File: src/rtl/tbk_pkg.sv
package tbk_pkg;
  localparam int ADDR_W = 12;
  localparam int ROW_W  = 3;
  localparam int WORD_W = 8;
  localparam int COL_MAXW  = 6;
  localparam int ITER_MAXW = 9;

  typedef enum logic [1:0] {S_IDLE, S_ADDR, S_DATA} tbk_state_t;

  function automatic logic [COL_MAXW-1:0] col_mask(input logic [1:0] k);
    return COL_MAXW'((7'd1 << (3'd3 + 3'(k))) - 7'd1);
  endfunction

  function automatic logic [ITER_MAXW-1:0] iter_mask(input logic [1:0] k);
    return ITER_MAXW'((10'd1 << (4'd9 - 4'(k))) - 10'd1);
  endfunction

  function automatic logic [ADDR_W-1:0] pack_addr(input logic [1:0] k,
      input logic [ITER_MAXW-1:0] it, input logic [COL_MAXW-1:0] c);
    logic [ADDR_W-1:0] hi;
    hi = {3'd0, it & iter_mask(k)} << (3'd3 + 3'(k));
    return hi | {6'd0, c & col_mask(k)};
  endfunction

  function automatic logic [ITER_MAXW-1:0] unpack_iter(input logic [1:0] k,
      input logic [ADDR_W-1:0] a);
    return ITER_MAXW'(a >> (3'd3 + 3'(k))) & iter_mask(k);
  endfunction

  function automatic logic [COL_MAXW-1:0] unpack_col(input logic [1:0] k,
      input logic [ADDR_W-1:0] a);
    return a[COL_MAXW-1:0] & col_mask(k);
  endfunction

  function automatic logic col_top(input logic [1:0] k, input logic [COL_MAXW-1:0] c);
    return 1'(c >> (3'd2 + 3'(k)));
  endfunction

  function automatic logic col_sub(input logic [1:0] k, input logic [COL_MAXW-1:0] c);
    return 1'(c >> (3'd1 + 3'(k)));
  endfunction

  function automatic logic [ROW_W-1:0] next_row(input logic [1:0] k,
      input logic [ROW_W-1:0] r, input logic [COL_MAXW-1:0] c, input logic v);
    return {r[1] ^ col_sub(k, c), v, col_top(k, c)};
  endfunction

  function automatic logic [COL_MAXW-1:0] next_col(input logic [1:0] k,
      input logic [ROW_W-1:0] r, input logic [COL_MAXW-1:0] c);
    logic [COL_MAXW-1:0] sh;
    sh = {c[COL_MAXW-2:0], r[2] ^ col_top(k, c)};
    return sh & col_mask(k);
  endfunction

  function automatic logic [ITER_MAXW-1:0] prev_iter(input logic [1:0] k,
      input logic [ITER_MAXW-1:0] it);
    return (it - 1'b1) & iter_mask(k);
  endfunction
endpackage

File: src/rtl/tbk_position.sv
module tbk_position
  import tbk_pkg::*;
(
  input  logic                  clk,
  input  logic                  rst_n,
  input  logic                  load,
  input  logic                  step,
  input  logic [1:0]            cfg_k,
  input  logic [ADDR_W-1:0]     start_addr,
  input  logic [ROW_W-1:0]      start_row,
  input  logic [WORD_W-1:0]     word,
  output logic [1:0]            k_q,
  output logic [ITER_MAXW-1:0]  iter,
  output logic [COL_MAXW-1:0]   col,
  output logic [ROW_W-1:0]      row,
  output logic                  v_bit,
  output logic [ADDR_W-1:0]     addr
);
  assign v_bit = word[row];
  assign addr  = pack_addr(k_q, iter, col);

  always_ff @(posedge clk or negedge rst_n) begin
    if (!rst_n) begin
      k_q  <= '0;
      iter <= '0;
      col  <= '0;
      row  <= '0;
    end else if (load) begin
      k_q  <= cfg_k;
      iter <= unpack_iter(cfg_k, start_addr);
      col  <= unpack_col(cfg_k, start_addr);
      row  <= start_row;
    end else if (step) begin
      iter <= prev_iter(k_q, iter);
      col  <= next_col(k_q, row, col);
      row  <= next_row(k_q, row, col, v_bit);
    end
  end


  v_lands_chk: assert property (@(posedge clk) disable iff (!rst_n)
    step |=> row[1] == $past(v_bit));
endmodule

File: src/rtl/tbk_seq.sv
module tbk_seq
  import tbk_pkg::*;
#(
  parameter int CNT_W = 7
) (
  input  logic             clk,
  input  logic             rst_n,
  input  logic             start,
  input  logic [CNT_W-1:0] depth,
  input  logic [CNT_W-1:0] nout,
  output logic             load,
  output logic             rd,
  output logic             step,
  output logic             emit,
  output logic             last,
  output logic             busy,
  output logic [CNT_W:0]   step_cnt
);
  tbk_state_t st;
  logic [CNT_W-1:0] d_q, n_q;
  logic [CNT_W:0]   last_idx;

  assign last_idx = {1'b0, d_q} + {1'b0, n_q} - (CNT_W+1)'(2);
  assign load = (st == S_IDLE) && start;
  assign rd   = (st == S_ADDR);
  assign step = (st == S_DATA);
  assign busy = (st != S_IDLE);
  assign last = step && (step_cnt == last_idx);
  assign emit = step && ((step_cnt + 1'b1) >= {1'b0, d_q});

  always_ff @(posedge clk or negedge rst_n) begin
    if (!rst_n) begin
      st       <= S_IDLE;
      d_q      <= '0;
      n_q      <= '0;
      step_cnt <= '0;
    end else begin
      case (st)
        S_IDLE: if (start) begin
          st       <= S_ADDR;
          d_q      <= depth;
          n_q      <= nout;
          step_cnt <= '0;
        end
        S_ADDR: st <= S_DATA;
        S_DATA: begin
          st       <= last ? S_IDLE : S_ADDR;
          step_cnt <= step_cnt + 1'b1;
        end
        default: st <= S_IDLE;
      endcase
    end
  end


  rd_gap_chk: assert property (@(posedge clk) disable iff (!rst_n)
    rd |=> step && !rd);

  restart_ignored_chk: assert property (@(posedge clk) disable iff (!rst_n)
    (busy && start && !last) |=> busy && (step_cnt >= $past(step_cnt)));
endmodule

File: src/rtl/tbk_emit.sv
module tbk_emit (
  input  logic clk,
  input  logic rst_n,
  input  logic emit,
  input  logic bit_in,
  output logic dec_valid,
  output logic dec_bit
);
  always_ff @(posedge clk or negedge rst_n) begin
    if (!rst_n) begin
      dec_valid <= 1'b0;
      dec_bit   <= 1'b0;
    end else begin
      dec_valid <= emit;
      if (emit) dec_bit <= bit_in;
    end
  end
endmodule

File: src/rtl/tbk_addr_gen.sv
module tbk_addr_gen
  import tbk_pkg::*;
#(
  parameter int CNT_W = 7
) (
  input  logic              clk,
  input  logic              rst_n,
  input  logic [1:0]        cfg_k,
  input  logic              start,
  input  logic [11:0]       start_addr,
  input  logic [2:0]        start_row,
  input  logic [CNT_W-1:0]  depth,
  input  logic [CNT_W-1:0]  nout,
  output logic [11:0]       mem_addr,
  output logic              mem_rd,
  input  logic [7:0]        mem_rdata,
  output logic              busy,
  output logic              dec_valid,
  output logic              dec_bit
);
  logic load, step, emit, last;
  logic [CNT_W:0] step_cnt;
  logic [1:0] k_q;
  logic [ITER_MAXW-1:0] iter;
  logic [COL_MAXW-1:0] col;
  logic [ROW_W-1:0] row;
  logic v_bit;

  tbk_seq #(.CNT_W(CNT_W)) u_seq (
    .clk(clk), .rst_n(rst_n), .start(start), .depth(depth), .nout(nout),
    .load(load), .rd(mem_rd), .step(step), .emit(emit), .last(last),
    .busy(busy), .step_cnt(step_cnt)
  );

  tbk_position u_pos (
    .clk(clk), .rst_n(rst_n), .load(load), .step(step), .cfg_k(cfg_k),
    .start_addr(start_addr), .start_row(start_row), .word(mem_rdata),
    .k_q(k_q), .iter(iter), .col(col), .row(row), .v_bit(v_bit),
    .addr(mem_addr)
  );

  tbk_emit u_emit (
    .clk(clk), .rst_n(rst_n), .emit(emit), .bit_in(row[0]),
    .dec_valid(dec_valid), .dec_bit(dec_bit)
  );


  iter_step_chk: assert property (@(posedge clk) disable iff (!rst_n)
    step |=> iter == (($past(iter) - 1'b1) & iter_mask(k_q)));

  valid_follows_step_chk: assert property (@(posedge clk) disable iff (!rst_n)
    dec_valid |-> $past(step));

  last_valid_chk: assert property (@(posedge clk) disable iff (!rst_n)
    (last && emit) |=> dec_valid && !busy);
endmodule

File: config.mk
export PLATFORM = sky130hd
export DESIGN_NAME = tbk_addr_gen
export DESIGN_NICKNAME = d
export VERILOG_FILES = /design/src/rtl/tbk_pkg.sv /design/src/rtl/tbk_position.sv /design/src/rtl/tbk_seq.sv /design/src/rtl/tbk_emit.sv /design/src/rtl/tbk_addr_gen.sv
export SDC_FILE = /design/constraint.sdc
export NUM_CORES = 1
export LEC_CHECK = 0
export BUFFER_PORTS_ARGS = -buffer_cell sky130_fd_sc_hd__buf_4
export CORE_AREA = 2 2 126 128
export CTS_CLUSTER_DIAMETER = 120
export DETAILED_ROUTE_END_ITERATION = 7
export DIE_AREA = 0 0 128 130
export PLACE_DENSITY = 0.5
export SETUP_SLACK_MARGIN = 0.05
export SLEW_MARGIN = 20
export SYNTH_ARGS = -nofsm -noshare
export SYNTH_HDL_FRONTEND = slang
export SYNTH_HIERARCHICAL = 1
export SYNTH_SLANG_ARGS = --single-unit
File: constraint.sdc
create_clock -name clk -period 3.2 [get_ports clk]
set_clock_uncertainty 0.05 [all_clocks]
set_input_delay 0.64 -clock clk [delete_from_list [all_inputs] [get_ports clk]]
set_output_delay 0.64 -clock clk [all_outputs]
set_load 0.02 [all_outputs]
==> flow_summary_export.csv, run 1 <==
group,metric,value,unit
flow_run,max_cap_violations,0,
die,start_util,24.2,%
route,vias_per_cell,4.79,
clock_network,clk_path_buf_depth,2,
route,drt_wl_total,9.42,mm
placement,gpl.final_weighted_congestion,0.855,
placement,placed_cells,660,
clock_network,cts-root-buf,"clkbuf_16",
clock_network,htree_num_levels,2,
route,drc,0,
grt,grt_util_met1,16.1,%
clock_network,clk_latency_worst_skew_pair,290,ps
grt,global_route_wire_length_before_repair,15.7,mm
clock_network,cts_sinks,46,
grt,gr-usage-met3,2.21,%
synth,synthCells,423,
layout,diodes,0,
grt,met2_usage,18.8,%
layout,drive_gt1_share,21.8,%
grt,global_route.overflow_total,0,
setup_path,worst_setup_path_startpoint,"u_pos/k_q[1]",
setup_path,worst_setup_path_category,"flop to primary output",
timing,period_share,94.5,%
clock_network,worst_setup_hold_path_clk_slew,70,ps
setup_path,crit_path_max_fanout,9,
setup_path,timing.reg2reg.setup_slack,730,ps
timing,timing_worst_slew_pin_value,609,ps
setup_path,crit-reg2reg-launch,"u_seq/step_cnt[0]",
die,fp-row-count,46,
die,floorplan.die_area,0.0166,mm^2
clock_network,holdBufCountCts,0,
clock_network,postCtsSetupBuffers,0,
setup_path,ff2ff_path_depth,9,
placement,dp_hpwl,7.28,mm
timing,finalWorstPathRequiredPeriod,3020,ps
worst_hold_path,min-delay-path-class,"input port to async pin",
setup_path,critical_path_end_type,"primary output",
grt,number_of_antenna_violations_at_the_first_check_in_global_routing,0,
layout,final_cells,668,
power_and_ir_drop,power-per-cell-area,1140,mW/mm^2
die,floorplan.die.width,128,um
setup_path,cp-start-kind,"flop",
clock_network,tritoncts_clock_tree,"yes",
timing,max_freq,331,MHz
timing,final-hold-violation-count,0,
timing,setup_repair_after_global_routing_missed_its_margin,"false",
setup_path,cp.arrival,2330,ps
placement,buffer_ports.inserted,57,
clock_network,cts_buffers,5,
grt,grtUsageTotal,11.8,%
route,vias,3199,
layout,area.growth.synth_to_final,21.5,%
layout,design.final.nets,550,
route,drt_pre_antenna_iters,4,
power_and_ir_drop,peakVddDrop,0.436,mV
timing,slew_headroom,59.4,%
setup_path,worst-endpoint-required,2510,ps
setup_path,worstReg2RegEnd,"u_emit/dec_bit",
route,drt_iter0_markers,177,
route,wire_length_per_cell_after_detailed_routing,14.1,um
grt,vias_in_the_first_global_route,3125,
power_and_ir_drop,total_power,5.18,mW
die,dieHeight,130,um
grt,grt.busiest_layer,"met2",
outcome,status,"completed",
timing,final-setup-viol-count,0,
setup_path,endpoint,"mem_addr[7]",
grt,grt_start_max_net_pins,47,
layout,mostFrequentLayoutCells,"buf_4, nand2_1, dfrtp_1",
die,coreArea,0.0154,mm^2
synth,synthesis.area,0.00374,mm^2
synth,yosys_warnings,6,
power_and_ir_drop,leakage,2.03,nW
route,antenna_violating_nets_post_route,0,
timing,final_max_slew_viol_count,0,
timing,fin_setup_tns,0,ps
synth,syn-mean-instance-area,8.84,um^2
die,i_o_pins,58,
layout,final_common_cell,"buf_4",
-- how the worst min path moves through the flow --
stage / slack [ps] / to / cells past startpoint
final: 300 / u_seq/d_q[4] / 1
after global routing: 360 / u_seq/n_q[3] / 1
after CTS: 320 / u_seq/n_q[4] / 1
after detailed placement: 410 / u_seq/st[1] / 1
after global placement: 410 / u_seq/st[1] / 1
after floorplan: 290 / u_emit/dec_bit / 0
-- layer usage --
layer | share of wire [%] | wire [um] | up-vias
met3 | 4.3 | 405 | 15
li1 | - | - | 1590
met1 | 50 | 4730 | 1529
met2 | 43 | 4090 | 65
met4 | 2.0 | 185 | 0
met5 | 0 | 0 | -
-- report_power, final --
part / total, mW / switching (mW) / internal, mW
logic: 3.50 / 1.93 / 1.58
clock network: 0.605 / 0.235 / 0.369
registers: 1.07 / 0.255 / 0.815
total: 5.18 / 2.42 / 2.76
-- registers in the layout, summed over array words and instances (netlist names) --
register          cells
u_seq/n_q             7
u_seq/st              2
u_seq/step_cnt        8
u_pos/col             6
u_pos/row             3
u_pos/k_q             2
u_seq/d_q             7
u_pos/iter            9
u_emit/dec_valid      1
u_emit/dec_bit        1
-- layout make-up --
class,instances,area (um^2)
Fill cell,1642,10900
Multi-Input combinational cell,318,2350
Sequential cell,46,1150
Timing Repair Buffer,65,488
Tap cell,192,240
Inverter,39,146
Clock buffer,6,129
Clock inverter,2,37.5
-- worst max-delay path, stage by stage (launching register included) --
cell and delay, ps:
dfrtp_2 450, inv_1 170, ha_4 350, mux2_1 340, mux2_2 300, mux2_2 270
buf_4 160
-- per-stage QoR --
step	instance area, um^2	utilization [%]	hold slack (ps)	setup slack [ps]
floorplan	3750	-	294	95.1
global placement	4360	28.3	407	359
detailed placement	4360	28.3	411	302
CTS	4530	29.4	321	73.3
global route	4540	29.5	358	87.6
finish	4540	29.5	298	175
-- timing repair --
action | CTS | global route
resized for setup | 1 | 2
pin swaps | 0 | 0
endpoints found under the setup margin | 4 | 8
endpoints found under the hold margin | 0 | 0
No activity file was read; power rests on OpenSTA's default activity.
==> run 2, diff against run 1 <==
--- a/config.mk
+++ b/config.mk
@@ -5,11 +5,12 @@
 export SDC_FILE = /design/constraint.sdc
 export NUM_CORES = 1
 export LEC_CHECK = 0
+export ABC_AREA = 1
 export BUFFER_PORTS_ARGS = -buffer_cell sky130_fd_sc_hd__buf_4
-export CORE_AREA = 2 2 126 128
+export CORE_AREA = 5 5 133 135
 export CTS_CLUSTER_DIAMETER = 120
 export DETAILED_ROUTE_END_ITERATION = 7
-export DIE_AREA = 0 0 128 130
+export DIE_AREA = 0 0 138 140
 export PLACE_DENSITY = 0.5
 export SETUP_SLACK_MARGIN = 0.05
 export SLEW_MARGIN = 20
==> run 2 against run 1 <==
Compared with the run above:
- non-clock buffer count shrank 3
- flip-flop and latch count unchanged
- register-to-register slack improved by 160 ps
- largest cell class unchanged
- utilization fell by 0.40 points
- largest power group unchanged
- total power grew 7.7%
- cell area is 4.5% higher
==> flow_summary_export.csv, run 2 <==
group,metric,value,unit
layout,final_common_cell,"nand2_1",
placement,place_worst_setup_slack,550,ps
setup_path,cp.arrival,2200,ps
route,drt_pre_antenna_iters,4,
route,wire_length_per_cell_after_detailed_routing,12.3,um
route,vias,3774,
layout,top_register,"u_pos/iter",
route,vias_per_cell,4.30,
timing,fin_setup_tns,0,ps
route,drt_wl_total,10.8,mm
setup_path,timing.reg2reg.setup_slack,890,ps
setup_path,ff2ff_path_depth,15,
route,antenna_violating_nets_post_route,0,
setup_path,crit-reg2reg-launch,"u_seq/d_q[1]",
synth,synthCells,599,
layout,drive_gt1_share,15.2,%
die,dieHeight,140,um
synth,yosys_warnings,6,
timing,setup_repair_after_global_routing_missed_its_margin,"false",
setup_path,worstReg2RegEnd,"u_seq/st[0]",
die,start_util,24.2,%
clock_network,cts_buffers,5,
timing,timing_worst_slew_pin_value,619,ps
layout,max_reg_flops,9,
grt,global_route_wire_length_before_repair,18.2,mm
clock_network,holdBufCountCts,0,
grt,global_route.overflow_total,0,
flow_run,max_cap_violations,0,
placement,buffer_ports.inserted,57,
layout,final_cells,877,
setup_path,worst-endpoint-required,2510,ps
clock_network,clk_path_buf_depth,2,
layout,design.final.nets,731,
power_and_ir_drop,leakage,2.50,nW
clock_network,tritoncts_clock_tree,"yes",
setup_path,cp-start-kind,"flop",
die,coreArea,0.0163,mm^2
setup_path,critical_path_end_type,"primary output",
outcome,status,"completed",
timing,hold_slack,299,ps
layout,top_regs,"u_pos/iter (9), u_seq/step_cnt (8)",
layout,area.growth.synth_to_final,20.0,%
layout,diodes,0,
timing,final-setup-viol-count,0,
layout,mostFrequentLayoutCells,"nand2_1, inv_1, nand3_1",
clock_network,cts-root-buf,"clkbuf_16",
clock_network,worst_setup_hold_path_clk_slew,70,ps
die,i_o_pins,58,
setup_path,crit_path_max_fanout,11,
synth,synthesis.area,0.00396,mm^2
synth,syn-mean-instance-area,6.61,um^2
grt,vias_in_the_first_global_route,3709,
clock_network,htree_num_levels,2,
timing,final_critical_path_setup_slack,315,ps
power_and_ir_drop,peakVddDrop,0.529,mV
timing,max_freq,347,MHz
timing,final_max_slew_viol_count,0,
route,drt_iter0_markers,158,
setup_path,cpMaxStageDelayCell,"dfrtp_1",
die,floorplan.die.width,138,um
timing,final-hold-violation-count,0,
clock_network,clk_latency_worst_skew_pair,300,ps
placement,dp_hpwl,8.50,mm
layout,post-route-util,29.1,%
placement,gpl.final_weighted_congestion,0.832,
route,drc,0,
timing,period_share,90.2,%
setup_path,timing.critical_path.slowest_cell_delay,500,ps
grt,grtUsageTotal,11.3,%
placement,placed_cells,869,
setup_path,critical_path.cell_chain,"inv_1 > ha_2 > nand2_1 > ha_1 > xor2_1 > o21ai_0 > buf_4",
timing,finalWorstPathRequiredPeriod,2890,ps
worst_hold_path,min-delay-path-class,"input port to async pin",
clock_network,cts_sinks,46,
die,fp-row-count,47,
power_and_ir_drop,power-per-cell-area,1170,mW/mm^2
die,floorplan.die_area,0.0193,mm^2
setup_path,worst_setup_path_category,"flop to primary output",
grt,grt_start_max_net_pins,47,
grt,number_of_antenna_violations_at_the_first_check_in_global_routing,0,
timing,slew_headroom,58.7,%
## run 2: per-stage QoR
stage          power (mW)  cell area, um^2
6_report             5.58             4750
5_1_grt              6.27             4750
4_1_cts              5.64             4750
3_5_place_dp         5.07             4600
3_3_place_gp         5.07             4600
2_1_floorplan        4.00             3970
## run 2: area by class of cell
cell class / instances / area (um^2)
fillers: 1884 / 11600
multi-input cells: 442 / 2340
flip-flops and latches: 46 / 1150
repair buffers: 62 / 465
inverters: 99 / 372
well taps: 220 / 275
clock buffers: 5 / 125
clock inverters: 3 / 21.3
## run 2: layer usage
| metal | vias up | track usage (%) | wire [um] |
|---|---|---|---|
| li1 | 2021 | - | - |
| met1 | 1685 | 15.8 | 5600 |
| met2 | 56 | 17.4 | 4540 |
| met3 | 12 | 2.62 | 493 |
| met4 | 0 | 3.33 | 161 |
| met5 | - | 0 | 0 |
## run 2: worst max-delay path by stage
stage	startpoint	endpoint	slack [ps]
floorplan	u_pos/k_q[1]	mem_addr[2]	350
global placement	u_pos/k_q[1]	mem_addr[2]	630
detailed placement	u_pos/k_q[1]	mem_addr[2]	550
CTS	u_pos/k_q[1]	mem_addr[2]	210
global route	u_pos/k_q[1]	mem_addr[10]	170
finish	u_pos/k_q[1]	mem_addr[2]	310
## run 2: critical path, delay by kind of cell (launching register included)
family | cells | cell delay (ps)
AO/OA/AOI/OAI | 1 | 160
XOR/XNOR | 1 | 180
flip-flops | 1 | 500
buffers and inverters | 2 | 390
adder cells (fa/ha/maj) | 2 | 540
AND/OR/NAND/NOR | 1 | 130
## run 2: repair_timing
action	4_1_cts	5_1_grt
buffers inserted	0	0
resized for setup	0	1
hold endpoints to repair	0	0
endpoints found under the setup margin	0	1
## run 2: report_power, final
group	leakage [nW]	switching [mW]	internal (mW)
logic	1.85	2.51	1.48
registers	0.580	0.228	0.828
clock network	0.0698	0.246	0.290
